**src/rtl/csa_pkg.sv**
```systemverilog
package csa_pkg;

  typedef enum logic [2:0] {
    OP_IDLE      = 3'd0,
    OP_FRAC_MUL  = 3'd1,
    OP_LOW_PROD  = 3'd2,
    OP_HIGH_PROD = 3'd3,
    OP_CPX_DIFF  = 3'd4,
    OP_ACC_ADD   = 3'd5,
    OP_ACC_RND   = 3'd6,
    OP_CS_COPY   = 3'd7
  } csa_op_e;

  typedef struct packed {
    logic lo_en;    // low pair enters the compressor
    logic hi_en;    // third-operand lane (high pair or accumulator) enabled
    logic sel_acc;  // third-operand mux picks accumulator
    logic sub;      // negate low pair
  } csa_ctrl_t;

  function automatic csa_ctrl_t csa_decode(csa_op_e op);
    csa_ctrl_t c;
    c.lo_en   = (op != OP_IDLE);
    c.hi_en   = (op == OP_CPX_DIFF) || (op == OP_ACC_ADD) || (op == OP_ACC_RND);
    c.sel_acc = (op == OP_ACC_ADD) || (op == OP_ACC_RND);
    c.sub     = (op == OP_CPX_DIFF);
    return c;
  endfunction

  function automatic logic fa_sum(logic a, logic b, logic c);
    return a ^ b ^ c;
  endfunction

  function automatic logic fa_carry(logic a, logic b, logic c);
    return (a & b) | (a & c) | (b & c);
  endfunction

endpackage

```
**src/rtl/csa_opdecode.sv**
```systemverilog
module csa_opdecode
  import csa_pkg::*;
(
  input  logic [2:0] op_code,
  output csa_ctrl_t  ctrl
);
  csa_op_e op;
  always_comb begin
    op   = csa_op_e'(op_code);
    ctrl = csa_decode(op);
  end
endmodule

```
**src/rtl/csa_operand_prep.sv**
```systemverilog
module csa_operand_prep
  import csa_pkg::*;
#(
  parameter int W = 32
) (
  input  csa_ctrl_t      ctrl,
  input  logic [W-1:0]   hh_sum,
  input  logic [W-1:0]   hh_carry,
  input  logic [W-1:0]   ll_sum,
  input  logic [W-1:0]   ll_carry,
  input  logic [W-1:0]   acc_in,
  output logic [W-1:0]   opnd_a,
  output logic [W-1:0]   opnd_b,
  output logic [W-1:0]   opnd_c,
  output logic [W-1:0]   opnd_d,
  output logic           cin
);
  logic [W-1:0] hi_gate;
  logic [W-1:0] lo_gate;
  logic [W-1:0] neg_mask;
  logic [W-1:0] third_sel;
  logic [W-1:0] hh_carry_fix;
  logic         pair_lane;

  always_comb begin
    hi_gate   = {W{ctrl.hi_en}};
    lo_gate   = {W{ctrl.lo_en}};
    neg_mask  = {W{ctrl.sub}};
    pair_lane = ctrl.hi_en & ~ctrl.sel_acc;
    // third-operand mux: accumulator or high sum
    third_sel = ctrl.sel_acc ? acc_in : hh_sum;
    // second +1 of the negation rides in the always-zero LSB of the carry
    hh_carry_fix = {hh_carry[W-1:1], hh_carry[0] | ctrl.sub};
    opnd_a = hi_gate & third_sel;
    opnd_b = {W{pair_lane}} & hh_carry_fix;
    opnd_c = lo_gate & (ll_sum ^ neg_mask);
    opnd_d = lo_gate & (ll_carry ^ neg_mask);
    cin    = ctrl.sub;
  end
endmodule

```
**src/rtl/csa_compressor4.sv**
```systemverilog
module csa_compressor4
  import csa_pkg::*;
#(
  parameter int W = 32
) (
  input  logic [W-1:0] in_a,   // guarded, low activity: first row
  input  logic [W-1:0] in_b,   // guarded, low activity: first row
  input  logic [W-1:0] in_c,   // first row
  input  logic [W-1:0] in_d,   // most active: second row, near output
  output logic [W-1:0] sum_o,
  output logic [W-1:0] carry_o
);
  logic [W-1:0] r1_s;
  logic [W-1:0] r1_k;
  logic [W-1:0] r1_k_sh;
  logic [W-1:0] r2_k;

  assign r1_k_sh = {r1_k[W-2:0], 1'b0};

  for (genvar i = 0; i < W; i++) begin : g_bit
    assign r1_s[i]  = fa_sum  (in_a[i], in_b[i], in_c[i]);
    assign r1_k[i]  = fa_carry(in_a[i], in_b[i], in_c[i]);
    assign sum_o[i] = fa_sum  (r1_s[i], r1_k_sh[i], in_d[i]);
    assign r2_k[i]  = fa_carry(r1_s[i], r1_k_sh[i], in_d[i]);
  end

  assign carry_o = {r2_k[W-2:0], 1'b0};
endmodule

```
**src/rtl/csa_cpa.sv**
```systemverilog
module csa_cpa #(
  parameter int W = 32
) (
  input  logic [W-1:0] x,
  input  logic [W-1:0] y,
  input  logic         cin,
  output logic [W-1:0] s
);
  localparam int PADW = W - 1;
  assign s = x + y + {{PADW{1'b0}}, cin};
endmodule

```
**src/rtl/csa_addsub_unit.sv**
```systemverilog
module csa_addsub_unit
  import csa_pkg::*;
#(
  parameter int W = 32
) (
  input  logic [2:0]   op_code,
  input  logic [W-1:0] hh_sum,
  input  logic [W-1:0] hh_carry,
  input  logic [W-1:0] ll_sum,
  input  logic [W-1:0] ll_carry,
  input  logic [W-1:0] acc_in,
  output logic [W-1:0] result
);
  csa_ctrl_t    ctl;
  logic [W-1:0] opnd_a, opnd_b, opnd_c, opnd_d;
  logic         prep_cin;
  logic [W-1:0] cmp_sum, cmp_carry;

  csa_opdecode u_dec (
    .op_code (op_code),
    .ctrl    (ctl)
  );

  csa_operand_prep #(.W(W)) u_prep (
    .ctrl     (ctl),
    .hh_sum   (hh_sum),
    .hh_carry (hh_carry),
    .ll_sum   (ll_sum),
    .ll_carry (ll_carry),
    .acc_in   (acc_in),
    .opnd_a   (opnd_a),
    .opnd_b   (opnd_b),
    .opnd_c   (opnd_c),
    .opnd_d   (opnd_d),
    .cin      (prep_cin)
  );

  csa_compressor4 #(.W(W)) u_cmp (
    .in_a    (opnd_a),
    .in_b    (opnd_b),
    .in_c    (opnd_c),
    .in_d    (opnd_d),
    .sum_o   (cmp_sum),
    .carry_o (cmp_carry)
  );

  csa_cpa #(.W(W)) u_cpa (
    .x   (cmp_sum),
    .y   (cmp_carry),
    .cin (prep_cin),
    .s   (result)
  );
endmodule

```
**config.mk**
```make
export PLATFORM = sky130hd
export DESIGN_NAME = csa_addsub_unit
export DESIGN_NICKNAME = d
export VERILOG_FILES = /design/src/rtl/csa_pkg.sv /design/src/rtl/csa_opdecode.sv /design/src/rtl/csa_operand_prep.sv /design/src/rtl/csa_compressor4.sv /design/src/rtl/csa_cpa.sv /design/src/rtl/csa_addsub_unit.sv
export SDC_FILE = /design/constraint.sdc
export NUM_CORES = 1
export LEC_CHECK = 0
export BUFFER_PORTS_ARGS = -buffer_cell sky130_fd_sc_hd__buf_2
export CAP_MARGIN = 5
export CORE_MARGIN = 5
export CORE_UTILIZATION = 54
export DETAILED_ROUTE_END_ITERATION = 12
export GPL_TIMING_DRIVEN = 1
export PLACE_DENSITY = 0.94
export SLEW_MARGIN = 30
export SYNTH_ARGS = -nofsm -noshare
export SYNTH_HDL_FRONTEND = slang
export SYNTH_SLANG_ARGS = --single-unit
```
**constraint.sdc**
```tcl
create_clock -name vclk -period 5.6
set_clock_uncertainty 0.15 [all_clocks]
set_input_delay 0 -clock vclk [all_inputs]
set_output_delay 0 -clock vclk [all_outputs]
set_load 0.02 [all_outputs]
```
Word-level counts from Yosys, hierarchy flattened:

Cells that the tools add are included.
Widths: inputs -> output; s select.

* output and inout port bits: 32
* input bits: 163
* bits in registers: 0
* logic and storage cells: 452

* reductions and logical operators: 4
* equal/unequal tests: 3
* bitwise operators: 442
* add/sub/neg operators: 2
* mux-type cells: 1

Operators by type and width (count)
* $and 1x1->1: 185
* $and 32x32->32: 4
* $xor 1x1->1: 127
* $or 1x1->1: 123
* $xor 32x32->32: 2
* $add 32x1->32: 1
* $add 32x32->32: 1
* $mux 32: 1
* $eq 3x3->1 const B: 3
* $logic_or 1x1->1: 3
* $reduce_bool 3->1: 1
* $not 1->1: 1

Longest topological paths before layout:

Gate-level depths: netlist of the first run.

* word-level depth: 13
* depth in mapped cells: 19
* mapped depth without buffers: 17

Modules after synthesis:

A second synthesis of the first run with hierarchy kept.

* cell total of the unflattened synthesis: 600
* area total of the unflattened synthesis: 5104.9 um2

Modules (own cells, without submodules)
* csa_cpa: times used 1, area each 1916.8 um2, seq. area each 0.0 um2, cells an instance 278
* csa_operand_prep: times used 1, area each 1866.8 um2, seq. area each 0.0 um2, cells an instance 250
* csa_compressor4: times used 1, area each 1285.0 um2, seq. area each 0.0 um2, cells an instance 67
* csa_opdecode: times used 1, area each 36.3 um2, seq. area each 0.0 um2, cells an instance 5

Least setup slack after synthesis of the first run:

OpenSTA, ideal clock, no wires.

* path kind: input -> output
* from: input port op_code[0]
* to: output port result[28]
* buffers on the path: 4
* slack: 1.594 ns
* stages on the path: 17
* data arrival time: 3.856 ns
* required time: 5.450 ns
* cell sequence: or2_2 > clkbuf_1 > clkbuf_1 > buf_1 > a21oi_1 > fa_1 > fa_1 > inv_1 > ha_1 > clkbuf_1 > a21o_1 > a31oi_1 > o21ai_1 > nand3_1 > or2_1 > a311o_1 > xnor2_1

* word-level cells in the longest chain between the ends: 13
* elaborated cells between the ends (all ways): 410
* classes of those cells: add/sub (2); eq/ne (3); mux (1); bitwise (400); reduce/logical (4)

RTL lines
* start: declaration: line csa_addsub_unit.sv:6 `input logic [2:0] op_code,`
* $eq 3x3->1 (on tied branches): line csa_pkg.sv:24, csa_pkg.sv:26, csa_pkg.sv:25
* $logic_or 1x1->1 (on tied branches): line csa_pkg.sv:24, csa_pkg.sv:25
* $logic_or 1x1->1 or $not 1->1 (tied branches): line csa_pkg.sv:24, csa_operand_prep.sv:29
* $and 1x1->1: line csa_operand_prep.sv:29 `pair_lane = ctrl.hi_en & ~ctrl.sel_acc;`
* $and 32x32->32: line csa_operand_prep.sv:35 `opnd_b = {W{pair_lane}} & hh_carry_fix;`
* $and 1x1->1: line csa_pkg.sv:35 `return (a & b) | (a & c) | (b & c);`
* $or 1x1->1 (2 in a row): line csa_pkg.sv:35
* $and 1x1->1: line csa_pkg.sv:35
* $or 1x1->1 (2 in a row): line csa_pkg.sv:35
* $add 32x32->32: line csa_cpa.sv:10 `assign s = x + y + {{PADW{1'b0}}, cin};`
* $add 32x1->32 (*): line csa_cpa.sv:10
* end: declaration: line csa_addsub_unit.sv:12 `output logic [W-1:0] result`

Mark *: on every way between the ends. The rest lies on a longest branch, timed or not.

Final worst setup path of the first run:

* from: input port op_code[0]
* to: output port result[31]

The elaborated chain is that of the path after synthesis.

==> impl_metrics.csv, run 1 <==
group,metric,value,unit
worst_setup_path,timing.critical_path.to_type,"output pin",
worst_hold_path,worst_hold_path_type,"input pin to output pin",
detailed_routing,routed_wirelength,13700,um
pwr,power_density,273,nW/um^2
timing,count_of_final_setup_violators,0,
detailed_routing,drt_first_iter_violations,259,
final_layout,layout-area-overhead-vs-synth,23.2,%
floorplan,placementRows,33,
timing,layout_min_cycle_time,4.86,ns
worst_setup_path,criticalPathCategory,"input pin to output pin",
yosys,synth.avg_cell_area,6.92,um^2
worst_setup_path,worst-endpoint-arrival,4.71,ns
placement,detailedPlacementHpwl,11900,um
final_layout,fillers,701,
grt,global_route.usage.total,0.274,
timing,setup_tns,0,ns
placement,buffer_ports.inserted,194,
detailed_routing,post-route-drc-count,0,
timing,grt_setup_unrepaired,"false",
detailed_routing,routed_length_per_placed_instance,15.1,um
floorplan,io_pins,195,
placement,place_congestion,0.950,
pwr,p_sw_frac,0.618,
detailed_routing,detail_route.vias_per_cell,5.56,
final_layout,register_area,0,um^2
floorplan,dieArea,10100,um^2
yosys,synthDominantCellAreaShare,0.281,
pwr,power_switching,919,uW
pwr,vdd.ir_drop.worst,0.263,mV
placement,dpl_worst_slack,0.796,ns
final_layout,antenna_cells_inserted,0,
floorplan,floorplan.initialDensity,0.545,
worst_setup_path,critPathRequiredTime,5.45,ns
timing,clock.fmax,0.206,GHz
yosys,ys.warnings.count,0,
yosys,synth.yosys.seq_area_share,0,
final_layout,instances_no_fill,912,
yosys,yosysUniqueCellTypes,60,
detailed_routing,iteration_count_of_the_initial_detailed_routing_pass,5,
pwr,pwr-share-comb,1.000,
job,timing.max_cap.violations,0,
floorplan,die_h,100,um
timing,max_slew.worst_pin.slew,0.686,ns
cts,holdBufCountCts,0,
yosys,postSynthCellCount,638,
cts,cts.repair.resized,0,
pwr,power.static_leakage,0.00285,uW
timing,final_cycle_utilization_of_the_critical_path,0.867,
worst_setup_path,worst-path-max-fanout,28,
final_layout,flops_and_latches,0,
yosys,synth.cell_area,4410,um^2
cts,post_cts_buffers,0,
pwr,power.clock.fraction,0,
grt,first_global_vias,5200,
status,run_status,"complete, no violations",
floorplan,chipWidth,100,um
final_layout,drive_gt1_frac,0.264,
placement,place.detailed.instances,912,
final_layout,design.final.nets,1066,
floorplan,coreArea,8090,um^2
timing,finalWorstSetupSlack,0.744,ns
pwr,intPower,567,uW
detailed_routing,ant_nets,0,
grt,grt_pass1_wl,23000,um
timing,hold_viol_final,0,
worst_setup_path,kind_of_launch_point_of_the_worst_setup_path,"input pin",
timing,finalMaxSlewViolations,0,
yosys,synth.largest_area_cell,"fa_1",
pwr,seq_power_share,0,
yosys,post_synthesis_net_count,895,
yosys,top_area_cells_in_the_synthesized_netlist,"fa_1 (28%), nand2_1 (9.8%), a21oi_1 (9.8%)",
grt,globalRoute.totalOverflow,0,
timing,worst_slew_margin_rel,0.543,
detailed_routing,via_count,5071,
grt,grt_antenna_before_repair,0,
final_layout,clockBufferCount,0,
grt,largest_net_degree_at_the_start_of_global_routing,64,
power by group through the flow:
stage	registers, uW	clock network, uW	logic, uW
global placement	0	0	1450
CTS	0	0	1490
detailed placement	0	0	1480
floorplan	0	0	1050
finish	0	0	1490
global route	0	0	1650
synthesized netlist by cell type (2+ instances only):
cell	count
nand2_1	115
a21oi_1	86
nor2_1	78
inv_1	72
fa_1	62
ha_1	32
clkbuf_1	23
xnor2_1	19
a22oi_1	15
o21ai_0	15
nand3_1	13
xor2_1	10
and2_1	8
nor3_1	8
a21o_1	7
nand2b_1	6
a31oi_1	5
o21a_1	4
o21ai_1	4
nand4_1	3
nor2b_1	3
o21bai_1	3
a21boi_0	2
and3_1	2
buf_1	2
buf_4	2
o2111ai_1	2
o211ai_1	2
o311a_1	2
o31a_1	2
o31ai_1	2
per-layer routing:
layer | track usage | share of wire
met1 | 0.310 | 0.37
met2 | 0.539 | 0.52
met3 | 0.0299 | 0.085
met4 | 0.0642 | 0.027
met5 | 0 | 0
stage by stage:
stage	total power (uW)	cell area [um^2]	utilization	hold slack, ns
finish	1490	5440	0.672	0.448
global route	1650	5440	0.672	0.540
CTS	1490	5440	0.672	0.458
detailed placement	1480	5440	0.672	0.455
global placement	1450	5440	0.672	0.447
floorplan	1050	4410	-	0.294
worst paths after layout:
path   startpoint         end  slack [ns]  cells after the start
max    op_code[0]  result[31]        0.74                     18
min   ll_carry[0]   result[0]        0.45                      6
worst max-delay path, cell delays in order:
cell and delay (ns):
buf_2 0.14, nor2_4 0.37, nand2_4 0.08, inv_2 0.37, buf_4 0.35, nand2_1 0.11, fa_1 0.48, fa_1 0.49
inv_1 0.04, ha_1 0.38, a21oi_1 0.35, o21ai_1 0.18, a221o_1 0.35, a221oi_2 0.26, a21boi_2 0.25, or4b_1 0.14
nand4_1 0.14, buf_2 0.20
kinds of logic after synthesis:
group | after synthesis | share of synthesized area
buf+inv | 103 | 0.0915
xor+xnor | 30 | 0.0626
compound gates | 165 | 0.231
simple gates | 246 | 0.243
fa+ha+maj | 94 | 0.372
final cells by class:
type	instances	area [um^2]	share of cell area
multi-input cells	535	4010	0.738
repair buffers	199	1020	0.188
inverters	73	274	0.0504
well taps	105	131	0.0242
cells in the final DEF (no fill, tap or decap), drive strengths merged, types with 2 or more instances in the layout:
| master | count |
|---|---|
| buf | 199 |
| and2 | 8 |
| ha | 32 |
| inv | 73 |
| nor2b | 3 |
| nand4 | 4 |
| fa | 62 |
| a21boi | 4 |
| o21bai | 3 |
| a21oi | 87 |
| nor3 | 8 |
| o21a | 4 |
| nor2 | 79 |
| a31oi | 5 |
| xnor2 | 19 |
| o2111ai | 2 |
| or2 | 2 |
| xor2 | 10 |
| o211ai | 3 |
| nand2b | 6 |
| o21ai | 19 |
| and3 | 2 |
| a22oi | 16 |
| o311a | 2 |
| o31a | 2 |
| a21o | 7 |
| o31ai | 2 |
| nand2 | 116 |
| nand3 | 13 |
(Power assumes the default switching activity.)
==> inputs of run 2 (changes only) <==
- ABC_AREA: not set -> 1
- PLACE_DENSITY: 0.94 -> 0.88
==> run 2 against run 1 <==
Die area grew 9.3%. Combinational power rose by 13%. Count of clock-buffer cells in the layout unchanged. Critical endpoint is now result[25]. Largest power group unchanged.
==> impl_metrics.csv, run 2 <==
group,metric,value,unit
status,run_status,"complete, no violations",
worst_setup_path,worst-path-max-fanout,40,
pwr,power.static_leakage,0.00331,uW
worst_setup_path,kind_of_launch_point_of_the_worst_setup_path,"input pin",
worst_hold_path,hold_start,"ll_carry[0]",
worst_setup_path,cpMaxStageDelayCell,"fa_1",
worst_setup_path,crit_chain,"buf_2 -> nor2_4 -> nand2_4 -> inv_2 -> buf_4 -> o21ai_0 -> fa_1 -> fa_1 -> inv_1 -> ha_1 -> nand2_1 -> nor2_1 -> nand2_1 -> nor4_1 -> nand2_1 -> nand3_1 -> nand2_1 -> nand2_1 -> buf_2",
timing,clock.fmax,0.239,GHz
timing,final_cycle_utilization_of_the_critical_path,0.746,
yosys,synthDominantCellAreaShare,0.255,
yosys,post_synthesis_net_count,1079,
detailed_routing,post-route-drc-count,0,
yosys,yosysUniqueCellTypes,30,
timing,hold_viol_final,0,
yosys,complex_gate_fraction_of_the_synthesized_area,0.171,
worst_setup_path,timing.critical_path.buf_inv,5,
yosys,top_area_cells_in_the_synthesized_netlist,"fa_1 (25%), nand2_1 (21%), inv_1 (11%)",
worst_setup_path,critPathRequiredTime,5.45,ns
floorplan,die_h,105,um
timing,finalWorstSetupSlack,1.42,ns
yosys,post_synth_xor_area_fraction,0.0288,
placement,place.detailed.instances,1104,
detailed_routing,via_count,5620,
timing,worst_slew_margin_rel,0.492,
grt,grt_antenna_before_repair,0,
detailed_routing,top_signal_layer_used,"met4",
pwr,seq_power_share,0,
pwr,power_switching,1100,uW
worst_setup_path,path_delay_family,"adder cells",
grt,global_route.usage.total,0.253,
timing,grt_setup_unrepaired,"false",
placement,buffer_ports.inserted,194,
detailed_routing,routed_length_per_placed_instance,13.0,um
pwr,intPower,582,uW
final_layout,commonest_non_fill_non_tap_cell_in_the_layout,"nand2_1",
yosys,synth.yosys.seq_area_share,0,
detailed_routing,ant_nets,0,
timing,finalMaxSlewViolations,0,
cts,cts.repair.resized,0,
grt,grt_pass1_wl,24000,um
timing,setup_tns,0,ns
yosys,synth.largest_area_cell,"fa_1",
pwr,vdd.ir_drop.worst,0.164,mV
yosys,post_synth_mux_area_share,0,
detailed_routing,drt-met1-wl,5730,um
placement,detailedPlacementHpwl,12800,um
timing,count_of_final_setup_violators,0,
worst_hold_path,worst_hold_path_type,"input pin to output pin",
worst_hold_path,hold_path_depth,6,
pwr,pwr-share-comb,1.000,
final_layout,flops_and_latches,0,
worst_setup_path,path_common_cell,"nand2_1",
yosys,synth_simple_gate_area_share,0.329,
detailed_routing,detail_route.vias_per_cell,5.09,
placement,dpl_worst_slack,1.47,ns
floorplan,placementRows,34,
yosys,synth.avg_cell_area,5.92,um^2
final_layout,instances_no_fill,1104,
placement,place_congestion,0.951,
yosys,post-synth-top-count-cell,"nand2_1",
final_layout,layout-area-overhead-vs-synth,21.1,%
yosys,post_synth_most_frequent_cells,"nand2_1 (267), inv_1 (146), o21ai_0 (90)",
yosys,synth.cell_area,4870,um^2
floorplan,dieArea,11000,um^2
grt,largest_net_degree_at_the_start_of_global_routing,77,
final_layout,drive_gt1_frac,0.214,
pwr,power_density,285,nW/um^2
detailed_routing,drt_first_iter_violations,314,
worst_setup_path,critical_path.max_stage_delay,0.54,ns
grt,first_global_vias,5457,
pwr,finalPower,1680,uW
final_layout,design.final.nets,1255,
job,timing.max_cap.violations,0,
cts,holdBufCountCts,0,
detailed_routing,iteration_count_of_the_initial_detailed_routing_pass,5,
worst_setup_path,timing.critical_path.to_type,"output pin",
final_layout,layout_common_cells,"nand2_1 (267), buf_2 (194), inv_1 (146), o21ai_0 (90), nor2_1 (66)",
worst_setup_path,criticalPathCategory,"input pin to output pin",
cts,post_cts_buffers,0,
final_layout,register_area,0,um^2
detailed_routing,dr_wl_met3,1060,um
final_layout,antenna_cells_inserted,0,
final_layout,clockBufferCount,0,
floorplan,floorplan.initialDensity,0.556,
timing,layout_min_cycle_time,4.18,ns
worst_setup_path,worst-endpoint-arrival,4.03,ns
yosys,yosys.area_share.adder,0.337,
floorplan,io_pins,195,
worst_hold_path,worstHoldEndpoint,"result[0]",
final_layout,fillers,860,
grt,globalRoute.totalOverflow,0,
floorplan,coreArea,8760,um^2
timing,max_slew.worst_pin.slew,0.762,ns
yosys,synth_top_family_by_area,"adder cells",
pwr,power.clock.fraction,0,
detailed_routing,met2WireLength,7200,um
pwr,p_sw_frac,0.654,
yosys,postSynthCellCount,822,
floorplan,chipWidth,105,um
detailed_routing,routed_wirelength,14300,um
yosys,ys.warnings.count,0,
-- run 2: cell types whose count changed after synthesis, moves of 15 or more --
| cell | previous run | this run |
|---|---|---|
| a21oi_1 | 86 | 35 |
| a22o_1 | 0 | 15 |
| a22oi_1 | 15 | 0 |
| clkbuf_1 | 23 | 8 |
| inv_1 | 72 | 146 |
| nand2_1 | 115 | 267 |
| o21ai_0 | 15 | 90 |
| xnor2_1 | 19 | 2 |
-- run 2: worst max path at each step --
| stage | from | to | cells past startpoint |
|---|---|---|---|
| 5_1_grt | op_code[0] | result[25] | 19 |
| 2_1_floorplan | op_code[0] | result[19] | 19 |
| 4_1_cts | op_code[0] | result[25] | 19 |
| 6_report | op_code[0] | result[25] | 19 |
| 3_5_place_dp | op_code[0] | result[25] | 19 |
| 3_3_place_gp | op_code[0] | result[28] | 20 |
-- run 2: power by group through the flow --
stage | sequential, uW | clock, uW | combinational [uW]
final | 0 | 0 | 1680
after global routing | 0 | 0 | 1880
after CTS | 0 | 0 | 1680
after detailed placement | 0 | 0 | 1670
after global placement | 0 | 0 | 1650
after floorplan | 0 | 0 | 1170
-- run 2: layout make-up --
class              count  area [um^2]  share of cell area
inverters            148          556              0.0942
multi-input cells    651         4210               0.714
well taps            108          135              0.0229
repair buffers       197          993               0.168
-- run 2: logic make-up after synthesis --
| kind of cell | after synthesis |
|---|---|
| XOR/XNOR | 16 |
| buffers and inverters | 171 |
| adder cells (fa/ha/maj) | 94 |
| AND/OR/NAND/NOR | 391 |
| AO/OA/AOI/OAI | 150 |
-- run 2: metal layers --
metal	up-vias	global-route usage
met5	-	0
met3	20	0.0302
met4	0	0.0511
met1	2479	0.298
li1	2914	-
met2	207	0.486
-- run 2: stage by stage --
step	hold WS [ns]	util	instance area [um^2]
after global placement	0.483	0.673	5900
after CTS	0.493	0.673	5900
after detailed placement	0.479	0.673	5900
after floorplan	0.298	-	4870
final	0.491	0.673	5900
after global routing	0.542	0.673	5900
==> inputs of run 3 (changes only) <==
- CORE_UTILIZATION: 54 -> 47
- PLACE_DENSITY: 0.88 -> 0.81
- clock period: 5.6 -> 3.5 ns (I/O delays scaled with it)
==> run 3 against run 2 <==
The run now ends with negative setup slack left. Non-clock buffer count is 106 higher. First-iteration DRC count grew 48%. Utilization rose by 9.1 points. Worst hold slack worse by 0.011 ns. Sequential share of layout area did not move. Final area grew 32%. Total power grew 150%. Via count is 15% higher. Highest routed layer unchanged.
==> impl_metrics.csv, run 3 (synthesis results as in run 2) <==
group,metric,value,unit
pwr,vdd.ir_drop.worst,0.403,mV
final_layout,drive_gt1_frac,0.428,
floorplan,coreArea,10200,um^2
final_layout,fillers,767,
final_layout,total_area_of_multi_input_combinational_cells,4950,um^2
floorplan,io_pins,195,
job,timing.max_cap.violations,0,
worst_setup_path,timing.critical_path.to_type,"output pin",
worst_setup_path,path_delay_family,"adder cells",
final_layout,design.final.nets,1361,
detailed_routing,routed_length_per_placed_instance,15.4,um
timing,finalMaxSlewViolations,0,
timing,finalWorstSetupSlack,-0.122,ns
worst_setup_path,criticalPathCategory,"input pin to output pin",
floorplan,chipWidth,112,um
worst_setup_path,timing.critical_path.buf_inv,9,
worst_setup_path,critPathRequiredTime,3.35,ns
timing,grt_setup_unrepaired,"true",
final_layout,commonest_non_fill_non_tap_cell_in_the_layout,"nand2_1",
floorplan,floorplan.initialDensity,0.476,
timing,hold_viol_final,0,
detailed_routing,iteration_count_of_the_initial_detailed_routing_pass,7,
detailed_routing,ant_nets,0,
timing,count_of_final_setup_violators,21,
grt,largest_net_degree_at_the_start_of_global_routing,38,
final_layout,register_area,0,um^2
grt,first_global_vias,6075,
pwr,power_density,535,nW/um^2
worst_hold_path,worst_hold_path_type,"input pin to output pin",
detailed_routing,via_count,6486,
detailed_routing,drt_first_iter_violations,465,
grt,grt_antenna_before_repair,0,
status,failing_checks,"negative setup slack",
final_layout,layout_common_cells,"nand2_1 (216), buf_2 (169), inv_1 (127), buf_4 (97), o21ai_0 (76)",
placement,buffer_ports.inserted,194,
final_layout,clockBufferCount,0,
placement,detailedPlacementHpwl,14000,um
grt,globalRoute.totalOverflow,0,
pwr,power.static_leakage,0.00400,uW
detailed_routing,detail_route.vias_per_cell,5.24,
final_layout,flops_and_latches,0,
worst_setup_path,kind_of_launch_point_of_the_worst_setup_path,"input pin",
worst_setup_path,critical_path.max_stage_delay,0.51,ns
placement,place_congestion,0.939,
floorplan,placementRows,37,
placement,dpl_worst_slack,-0.157,ns
detailed_routing,post-route-drc-count,0,
status,run_status,"finished, violations left",
final_layout,layout-area-overhead-vs-synth,60.4,%
worst_setup_path,path_common_cell,"nand2_2",
floorplan,dieArea,12500,um^2
final_layout,antenna_cells_inserted,0,
detailed_routing,routed_wirelength,19000,um
timing,max_slew.worst_pin.slew,0.346,ns
grt,global_route.usage.total,0.261,
final_layout,instances_no_fill,1238,
timing,layout_min_cycle_time,3.62,ns
placement,place.detailed.instances,1215,
final_layout,finish.utilization,0.764,
cts,holdBufCountCts,0,
floorplan,die_h,112,um
worst_setup_path,worst-endpoint-arrival,3.47,ns
timing,clock.fmax,0.276,GHz
grt,grt_pass1_wl,27700,um
worst_setup_path,worst-path-max-fanout,7,
timing,worst_slew_margin_rel,0.767,
timing,final_cycle_utilization_of_the_critical_path,1.03,
worst_setup_path,cpMaxStageDelayCell,"fa_1",
[run 3: changes by cell type in the layout (fill, tap and decap cells not counted), moves of 21 or more]
cell and delta:
buf_4 +94, nand2_1 -51, nand2_2 +42, buf_2 -25, ha_1 -25, a21oi_1 -24, buf_6 +23, ha_4 +21
[run 3: where the power goes]
part / total (uW) / internal (uW) / switching (uW)
logic: 4180 / 1860 / 2320
registers: 0 / 0 / 0
clock network: 0 / 0 / 0
total: 4180 / 1860 / 2320
[run 3: timing repair]
item	4_1_cts	5_1_grt
setup endpoints to repair	22	27
buffers inserted	2	16
pin swaps	9	85
gates resized for setup	44	213
gates cloned	1	4
[run 3: worst paths after layout]
path	start	endpoint	slack, ns	cells after the start
setup / recovery	op_code[0]	result[26]	-0.12	26
hold / removal	ll_carry[0]	result[0]	0.48	6
[run 3: routing by layer]
layer  vias to the layer above  GRT usage  share of wire
li1                       3126          -              -
met1                      2975      0.317           0.37
met2                       326      0.499           0.51
met3                        59     0.0255          0.075
met4                         0     0.0446          0.036
met5                         -          0              0
[run 3: worst min-delay path, stage by stage]
cell and delay, ns:
buf_2 0.09, nand2_1 0.04, o21ai_0 0.07, ha_1 0.13
ha_2 0.13, buf_2 0.16
[run 3: final cells by class]
type / count / share of cell area
inverters: 148 / 0.0721
multi-input cells: 651 / 0.634
well taps: 136 / 0.0218
repair buffers: 303 / 0.272
[run 3: stage by stage]
step / hold slack (ns) / TNS (ns) / cell area, um^2 / total power (uW)
2_1_floorplan: 0.298 / 0 / 4870 / 1880
3_3_place_gp: 0.457 / -0.966 / 6610 / 3060
3_5_place_dp: 0.482 / -1.67 / 6610 / 3090
4_1_cts: 0.485 / -0.0174 / 6900 / 3320
5_1_grt: 0.523 / -4.48 / 7810 / 4520
6_report: 0.480 / -1.16 / 7810 / 4180
